## src/rtl/ggd_pkg.sv

```systemverilog
`timescale 1ns/1ps
package ggd_pkg;
  localparam int GUARD_W = 5;

  typedef enum logic [1:0] {
    LEG_LO_ON = 2'd0,
    LEG_TO_HI = 2'd1,
    LEG_HI_ON = 2'd2,
    LEG_TO_LO = 2'd3
  } leg_state_e;

  // strobes from the guard control to every leg datapath
  typedef struct packed {
    logic               load;
    logic [GUARD_W-1:0] value;
  } guard_cmd_t;
endpackage

```

## src/rtl/ggd_guard_ctrl.sv

```systemverilog
`timescale 1ns/1ps
module ggd_guard_ctrl
  import ggd_pkg::*;
#(
  parameter int GUARD_INIT = 6,
  parameter int GUARD_STEP = 2
) (
  input  logic               clk,
  input  logic               rstN,
  input  logic               signStrobe,
  input  logic               currentSign,
  input  logic               frameEdge,
  input  logic [GUARD_W-1:0] guardMin,
  input  logic [GUARD_W-1:0] guardMax,
  output guard_cmd_t         gcmd
);
  localparam logic [GUARD_W:0]   STEP_WIDE = (GUARD_W+1)'(GUARD_STEP);
  localparam logic [GUARD_W-1:0] INIT_VAL  = GUARD_W'(GUARD_INIT);

  logic [GUARD_W-1:0] pending;
  logic [GUARD_W-1:0] nextPending;
  logic [GUARD_W:0]   raised;
  logic [GUARD_W:0]   floorPlusStep;

  always_comb begin
    raised        = {1'b0, pending} + STEP_WIDE;
    floorPlusStep = {1'b0, guardMin} + STEP_WIDE;
    nextPending   = pending;
    if (signStrobe) begin
      if (currentSign) begin
        if (raised > {1'b0, guardMax})      nextPending = guardMax;
        else if (raised < {1'b0, guardMin}) nextPending = guardMin;
        else                                nextPending = raised[GUARD_W-1:0];
      end else begin
        if ({1'b0, pending} < floorPlusStep) nextPending = guardMin;
        else if (pending - STEP_WIDE[GUARD_W-1:0] > guardMax) nextPending = guardMax;
        else nextPending = pending - STEP_WIDE[GUARD_W-1:0];
      end
    end
  end

  always_ff @(posedge clk or negedge rstN) begin
    if (!rstN) pending <= INIT_VAL;
    else       pending <= nextPending;
  end

  assign gcmd.load  = frameEdge;
  assign gcmd.value = pending;
endmodule

```

## src/rtl/ggd_leg.sv

```systemverilog
`timescale 1ns/1ps
module ggd_leg
  import ggd_pkg::*;
#(
  parameter int DEAD_TICKS = 2,
  parameter int MIN_ON     = 4,
  parameter int GUARD_INIT = 6
) (
  input  logic       clk,
  input  logic       rstN,
  input  logic       pwmCmd,
  input  guard_cmd_t gcmd,
  output logic       hiOut,
  output logic       loOut
);
  localparam int DW = (DEAD_TICKS > 1) ? $clog2(DEAD_TICKS) : 1;
  localparam int MW = (MIN_ON > 1) ? $clog2(MIN_ON) : 1;
  localparam logic [DW-1:0] DEAD_LOAD = DW'(DEAD_TICKS - 1);
  localparam logic [MW-1:0] MIN_LOAD  = MW'(MIN_ON - 1);

  leg_state_e         state;
  logic [DW-1:0]      deadCnt;
  logic [MW-1:0]      minCnt;
  logic [GUARD_W-1:0] tailCnt;
  logic [GUARD_W-1:0] frameGuard;
  logic [GUARD_W-1:0] pulseGuard;

  // guard copy that only changes on a frame strobe
  always_ff @(posedge clk or negedge rstN) begin
    if (!rstN)          frameGuard <= GUARD_W'(GUARD_INIT);
    else if (gcmd.load) frameGuard <= gcmd.value;
  end

  always_ff @(posedge clk or negedge rstN) begin
    if (!rstN) begin
      state      <= LEG_TO_LO;
      deadCnt    <= DEAD_LOAD;
      minCnt     <= '0;
      tailCnt    <= '0;
      pulseGuard <= '0;
    end else begin
      unique case (state)
        LEG_LO_ON: begin
          if (pwmCmd) begin
            state   <= LEG_TO_HI;
            deadCnt <= DEAD_LOAD;
          end
        end
        LEG_TO_HI: begin
          if (deadCnt == '0) begin
            state      <= LEG_HI_ON;
            pulseGuard <= frameGuard;
            tailCnt    <= frameGuard;
            minCnt     <= MIN_LOAD;
          end else begin
            deadCnt <= deadCnt - 1'b1;
          end
        end
        LEG_HI_ON: begin
          if (minCnt != '0) minCnt <= minCnt - 1'b1;
          if (pwmCmd)              tailCnt <= pulseGuard;
          else if (tailCnt != '0)  tailCnt <= tailCnt - 1'b1;
          if (!pwmCmd && tailCnt == '0 && minCnt == '0) begin
            state   <= LEG_TO_LO;
            deadCnt <= DEAD_LOAD;
          end
        end
        LEG_TO_LO: begin
          if (deadCnt == '0) begin
            if (pwmCmd) begin
              state   <= LEG_TO_HI;
              deadCnt <= DEAD_LOAD;
            end else begin
              state <= LEG_LO_ON;
            end
          end else begin
            deadCnt <= deadCnt - 1'b1;
          end
        end
        default: state <= LEG_TO_LO;
      endcase
    end
  end

  assign hiOut = (state == LEG_HI_ON);
  assign loOut = (state == LEG_LO_ON);
endmodule

```

## src/rtl/guarded_gate_driver.sv

```systemverilog
`timescale 1ns/1ps
module guarded_gate_driver
  import ggd_pkg::*;
#(
  parameter int LEGS       = 2,
  parameter int DEAD_TICKS = 2,
  parameter int MIN_ON     = 4,
  parameter int GUARD_INIT = 6,
  parameter int GUARD_STEP = 2
) (
  input  logic               clk,
  input  logic               rstN,
  input  logic [LEGS-1:0]    pwmIn,
  input  logic               signStrobe,
  input  logic               currentSign,
  input  logic               frameEdge,
  input  logic [GUARD_W-1:0] guardMin,
  input  logic [GUARD_W-1:0] guardMax,
  output logic [LEGS-1:0]    hiGate,
  output logic [LEGS-1:0]    loGate
);
  guard_cmd_t gcmd;

  ggd_guard_ctrl #(
    .GUARD_INIT(GUARD_INIT),
    .GUARD_STEP(GUARD_STEP)
  ) u_ctrl (
    .clk        (clk),
    .rstN       (rstN),
    .signStrobe (signStrobe),
    .currentSign(currentSign),
    .frameEdge  (frameEdge),
    .guardMin   (guardMin),
    .guardMax   (guardMax),
    .gcmd       (gcmd)
  );

  for (genvar g = 0; g < LEGS; g++) begin : g_leg
    ggd_leg #(
      .DEAD_TICKS(DEAD_TICKS),
      .MIN_ON    (MIN_ON),
      .GUARD_INIT(GUARD_INIT)
    ) u_leg (
      .clk   (clk),
      .rstN  (rstN),
      .pwmCmd(pwmIn[g]),
      .gcmd  (gcmd),
      .hiOut (hiGate[g]),
      .loOut (loGate[g])
    );
  end
endmodule

```

## config.mk

```make
export PLATFORM = sky130hd
export DESIGN_NAME = guarded_gate_driver
export DESIGN_NICKNAME = d
export VERILOG_FILES = /design/src/rtl/ggd_pkg.sv /design/src/rtl/ggd_guard_ctrl.sv /design/src/rtl/ggd_leg.sv /design/src/rtl/guarded_gate_driver.sv
export SDC_FILE = /design/constraint.sdc
export NUM_CORES = 1
export LEC_CHECK = 0
export ABC_AREA = 0
export CORE_MARGIN = 2
export CORE_UTILIZATION = 58
export DETAILED_ROUTE_END_ITERATION = 10
export DONT_BUFFER_PORTS = 1
export PLACE_DENSITY_LB_ADDON = 0.1
export SYNTH_ARGS = -nofsm -noshare
export SYNTH_HDL_FRONTEND = slang
export SYNTH_SLANG_ARGS = --single-unit
```

## constraint.sdc

```tcl
create_clock -name clk -period 2.8 [get_ports clk]
set_input_delay 0.56 -clock clk [delete_from_list [all_inputs] [get_ports clk]]
set_output_delay 0.56 -clock clk [all_outputs]
set_load 0.05 [all_outputs]
```

# Word-level counts from Yosys, hierarchy flattened
# Cells that the tools add are included.
[classes]
n_addsub = 9
multipliers = 0
div_mod_pow = 0
n_lt_le_gt_ge = 4
eq_ne = 18
shift = 0
mux = 43
bitwise_logic = 2
reduce_logical = 28
[op_table]
columns = ["operator", "n"]
rows = [
  ["5-bit two-way mux", 11],
  ["2-bit two-way mux", 12],
  ["2-bit != test, second input constant", 10],
  ["5-bit case mux with 2 select lines", 2],
  ["2-bit case mux with 4 select lines", 2],
  ["5-bit by 2-bit adder with 6-bit output, second input constant", 2],
  ["1-bit two-way mux", 12],
  ["3-bit AND reduction", 4],
  ["5-bit zero test", 2],
  ["5-bit nonzero test", 2],
  ["5-bit by 1-bit subtractor with 5-bit output, second input constant", 2],
  ["2-bit equality test, second input constant", 4],
  ["2-bit zero test", 4],
  ["1-bit case mux with 4 select lines", 2],
  ["2-bit case mux with 2 select lines", 2],
  ["2-bit AND reduction", 4],
  ["4-bit AND reduction", 2],
  ["2-bit nonzero test", 4],
  ["6-bit by 5-bit > comparator with 1-bit output", 1],
  ["5-bit by 6-bit < comparator with 1-bit output", 1],
  ["6-bit by 5-bit < comparator with 1-bit output", 1],
  ["3-bit != test, second input constant", 2],
  ["5-bit > comparator", 1],
  ["5-bit by 2-bit subtractor with 5-bit output, second input constant", 1],
  ["other kinds (6)", 14],
]
[word_totals]
ff_bits = 40
latchBits = 0
ramBits = 0
rom_bits = 0
in_bits = 17
out_inout_bits = 4
wordCells = 116
mem_count = 0

# Logic depth before layout (Yosys ltp)
[logic_depth]
word_depth = 5
mapped_depth = 10
depth_no_buf = 10

# By module
# Synthesis repeated with hierarchy kept, for this count alone.
[hier_totals]
hier_cells = 348
hier_area_um2 = 3308.2
[by_module_without_submodules]
columns = ["mod", "n_inst", "cells_each", "area_per_inst_um2", "seq_area_each_um2"]
rows = [
  ["ggd_leg (g_leg[0].u_leg)", 1, 111, 1142.3, 506.7],
  ["ggd_leg (g_leg[1].u_leg)", 1, 113, 1138.6, 506.7],
  ["ggd_guard_ctrl", 1, 124, 1027.2, 127.6],
]

# Worst setup path before layout
# OpenSTA, ideal clock, no wires.
[synth_path]
kind = "flip-flop to flip-flop"
start = "reg u_ctrl.pending[1]"
end = "reg u_ctrl.pending[1]"
setup_time_ps = 76
arrival_time_ps = 2668
required_ps = 2724
setup_slack_ps = 56
path_stages_with_launch = 10
n_path_buf = 0
synth_period_minus_slack_ps = 2744
cell_sequence = "dfstp_2 -> inv_1 -> ha_1 -> ha_1 -> nand3_1 -> a21oi_1 -> o32a_1 -> or4_1 -> a32o_2 -> a31oi_2"
[synth_between]
elab_chain_len = 5
word_cells_on_any_way = 11
classes_between = "add/sub (2); order compare (4); mux (5)"
[synth_lines]
columns = ["element", "line_no", "rtl"]
rows = [
  ["from (decl)", "ggd_guard_ctrl.sv:20", "logic [GUARD_W-1:0] pending;"],
  ["from (signal assigned)", "ggd_guard_ctrl.sv:44", "else pending <= nextPending;"],
  ["5-bit by 2-bit adder with 6-bit output or 5-bit by 2-bit subtractor with 5-bit output (tied branches)", "ggd_guard_ctrl.sv:26, ggd_guard_ctrl.sv:36, ggd_guard_ctrl.sv:37", ""],
  ["6-bit by 5-bit < comparator with 1-bit output or 5-bit > comparator (tied branches)", "ggd_guard_ctrl.sv:32, ggd_guard_ctrl.sv:36", ""],
  ["5-bit two-way mux (on tied branches)", "ggd_guard_ctrl.sv:32, ggd_guard_ctrl.sv:36", ""],
  ["5-bit two-way mux (on tied branches)", "ggd_guard_ctrl.sv:31, ggd_guard_ctrl.sv:35", ""],
  ["5-bit two-way mux *", "ggd_guard_ctrl.sv:30", "if (currentSign) begin"],
]
# Mark *: on every way between the ends. The rest lies on a longest branch, timed or not.
# A chain may end at the register's enable or synchronous reset.

# Worst setup path after layout
# Same ends and word-level chain as after synthesis.

==> impl_metrics.yaml <==
clock_network:
  root_buffer: "clkbuf_8"
  cts_tree: "built"
  cts_made_buffers: 5
  clk_pin_slew_ns: 0.08
  clk_latency_ns: 0.28
  cts_buffer_depth: 2
  clock_sinks: 40
  htreeDepth: 2
detailed_routing:
  drtIter0Drc: 81
  drt_wl_total_um: 6402
  antenna_left: 0
  dr.pass1.iters: 4
  vias: 2390
  routedWlPerCell_um: 15.69
  drc: 0
  vias_per_cell: 5.858
power_and_ir_drop:
  total_leakage_power_uw: 0.001488
  vdd_drop_max_mv: 0.8663
  p_seq_share_pct: 26.9
  p_clk_share_pct: 8.1
  p_sw_share_pct: 44.59
  power.density_nw_per_um2: 1332
  p_sw_uw: 1995
  power_frac_comb_pct: 65.0
  internal_power_uw: 2479
critical_path:
  required_ns: 3.00
  worst_r2r_path_depth: 9
  path_class: "register to register"
  endpoint_kind: "register"
  start_kind: "register"
  critical_path_arrival_ns: 2.97
  path_max_fanout: 5
yosys:
  ys.flop_type: "dfrtp_1"
  ys_async_sr_fraction_pct: 100.0
  netlist_area_um2: 3002
  ys_types: 50
  syn_area_per_cell_um2: 9.207
  ys_seq_area_share_pct: 33.76
  yosys.area.top_type: "dfrtp_1"
  ys_ff_latch: 40
  synth_nets: 376
  synth_edf_count: 0
  syn_inst: 326
  synth.top_cell.area_share_pct: 25.01
  synth.area.top_cells: "dfrtp_1 (25%), ha_1 (14%), dfstp_2 (8.8%), mux2_2 (7.1%), o21ai_0 (4.3%)"
  synthTopCellsByCount: "ha_1 (33), nand2_1 (32), dfrtp_1 (30), inv_1 (28), o21ai_0 (26)"
  synth_most_common_cell: "ha_1"
  yosysWarningCount: 0
flow_run:
  maxCapViolCount: 0
timing:
  tightest_slew_ns: 0.7561
  slew_headroom_pct: 49.37
  fmax_mhz: 361.5
  finalSetupTns_ns: 0
  hold_viol_final: 0
  setup_ws_ns: 0.03378
  slew_viol_final: 0
  rsz0062_at_grt: "yes"
  post-route-min-period_ns: 2.766
  setup_viol: 0
  fin_crit_sh_pct: 98.79
  fin_skew_ns: 0.005984
place:
  dp_worst_setup_slack_ns: -0.008589
  hpwlAfterDp_um: 4752
  io_buffers: 0
  gp_congestion: 0.9317
grt:
  antenna_found_initial: 0
  grtUsageTotal_pct: 22.92
  grt_overflow: 0
  grt_max_degree: 31
  grt_pass1_wl_um: 10890
  grt_pass1_vias: 2377
layout:
  area_delta_synth_final_pct: 11.88
  layout-drive-gt1-share_pct: 21.30
  nets: 387
  fill_cells: 415
  n_antenna_cell: 0
floorplanning:
  io_pins: 21
  die_w_um: 75.94
  die_area_um2: 5767
  start_util_pct: 59.53
  die_h_um: 75.94
  rows: 26
  fp.coreArea_um2: 5042
outcome:
  status: "complete, no violations"
hold_path:
  hold_class: "input pin to async pin"
## layout by cell type (no fill, tap or decap), types with 4 or more instances in the layout
cell and instances:
nand3_1 12, inv_1 28, o32a_1 4, o211ai_1 7, nor2b_1 4, nand2_1 32, ha_4 4, dfrtp_1 30
mux2i_1 11, nor2_1 11, buf_4 15, a31oi_1 4, clkbuf_8 5, ha_1 29, a21oi_1 16, o21ai_0 26
mux2_2 19, nor3_1 6, nand2b_1 5, dfstp_2 10, xnor2_1 4
## state kept, by name, indices dropped and copies added, names as in the netlist
signal,cells
g_leg.u_leg.deadCnt,2
g_leg.u_leg.frameGuard,5
g_leg.u_leg.minCnt,4
g_leg.u_leg.pulseGuard,10
g_leg.u_leg.state,4
g_leg.u_leg.tailCnt,10
u_ctrl.pending,5
## power by group through the flow
stage | Clock [uW] | Sequential (uW) | Combinational (uW)
global placement | 0 | 1190 | 2570
global route | 397 | 1250 | 3240
floorplan | 0 | 1120 | 2060
CTS | 375 | 1190 | 2670
finish | 363 | 1200 | 2910
detailed placement | 0 | 1190 | 2630
## worst max-delay path, cell delays in order (launching register included)
cell and delay [ns]:
dfstp_2 0.60, inv_1 0.10, ha_4 0.27, ha_1 0.30
nand3_2 0.10, a21oi_2 0.04, o32a_1 0.38, or4_1 0.52
a32o_2 0.26, a31oi_2 0.12
## cells by family after synthesis
logic type                 synth area share (%)
and+or+nand+nor                           14.34
AOI/OAI and AO/OA                         18.55
adders and majority gates                 13.76
muxes                                     10.80
DFF                                       33.76
buffers and inverters                     5.877
xor gates and xnor gates                  2.918
## metal layers
layer / track usage (%) / part of all wire, %
met2: 38.21 / 48
met1: 31.36 / 47
met5: 0 / 0
met3: 3.929 / 3.6
met4: 5.455 / 0.89
## final timing paths
check | slack [ns] | start | endpoint
worst min register to register | 0.51 | g_leg[0].u_leg.pulseGuard[0]$_DFFE_PN0P_ | g_leg[0].u_leg.pulseGuard[0]$_DFFE_PN0P_
worst max-delay path | 0.03 | u_ctrl.pending[1]$_DFFE_PN1P_ | u_ctrl.pending[1]$_DFFE_PN1P_
worst max register to register | 0.03 | u_ctrl.pending[1]$_DFFE_PN1P_ | u_ctrl.pending[1]$_DFFE_PN1P_
worst min-delay path | 0.10 | rstN | g_leg[1].u_leg.frameGuard[3]$_DFFE_PN0P_
min in group clk | 0.35 | signStrobe | u_ctrl.pending[1]$_DFFE_PN1P_
max in group asynchronous | 2.52 | rstN | g_leg[1].u_leg.frameGuard[0]$_DFFE_PN0P_
## area by class of cell
class | instances | area [um^2] | share of cell area, %
well taps | 70 | 87.58 | 2.608
repair buffers | 16 | 132.6 | 3.949
inverters | 29 | 108.9 | 3.241
clock inverters | 1 | 5.005 | 0.1490
multi-input cells | 245 | 1934 | 57.60
flip-flops and latches | 40 | 1013 | 30.18
clock buffers | 7 | 76.32 | 2.273
## metrics by stage
step / cells / cell area, um^2 / utilization (%) / hold slack, ns / power (uW)
floorplan: 326 / 3002 / - / 0.2644 / 3179
global route: 408 / 3358 / 66.60 / 0.1004 / 4886
detailed placement: 398 / 3127 / 62.01 / 0.2657 / 3822
CTS: 407 / 3239 / 64.24 / 0.1050 / 4232
global placement: 398 / 3127 / 62.01 / 0.2655 / 3762
finish: 408 / 3358 / 66.60 / 0.1012 / 4474
## repair_timing
item / in CTS / in global routing
hold endpoints to repair: 30 / 0
hold buffers: 1 / 0
endpoints found under the setup margin: 2 / 4
pin swaps: 0 / 11
buffers inserted: 0 / 1
gates resized for setup: 2 / 15
(Power assumes the default switching activity.)
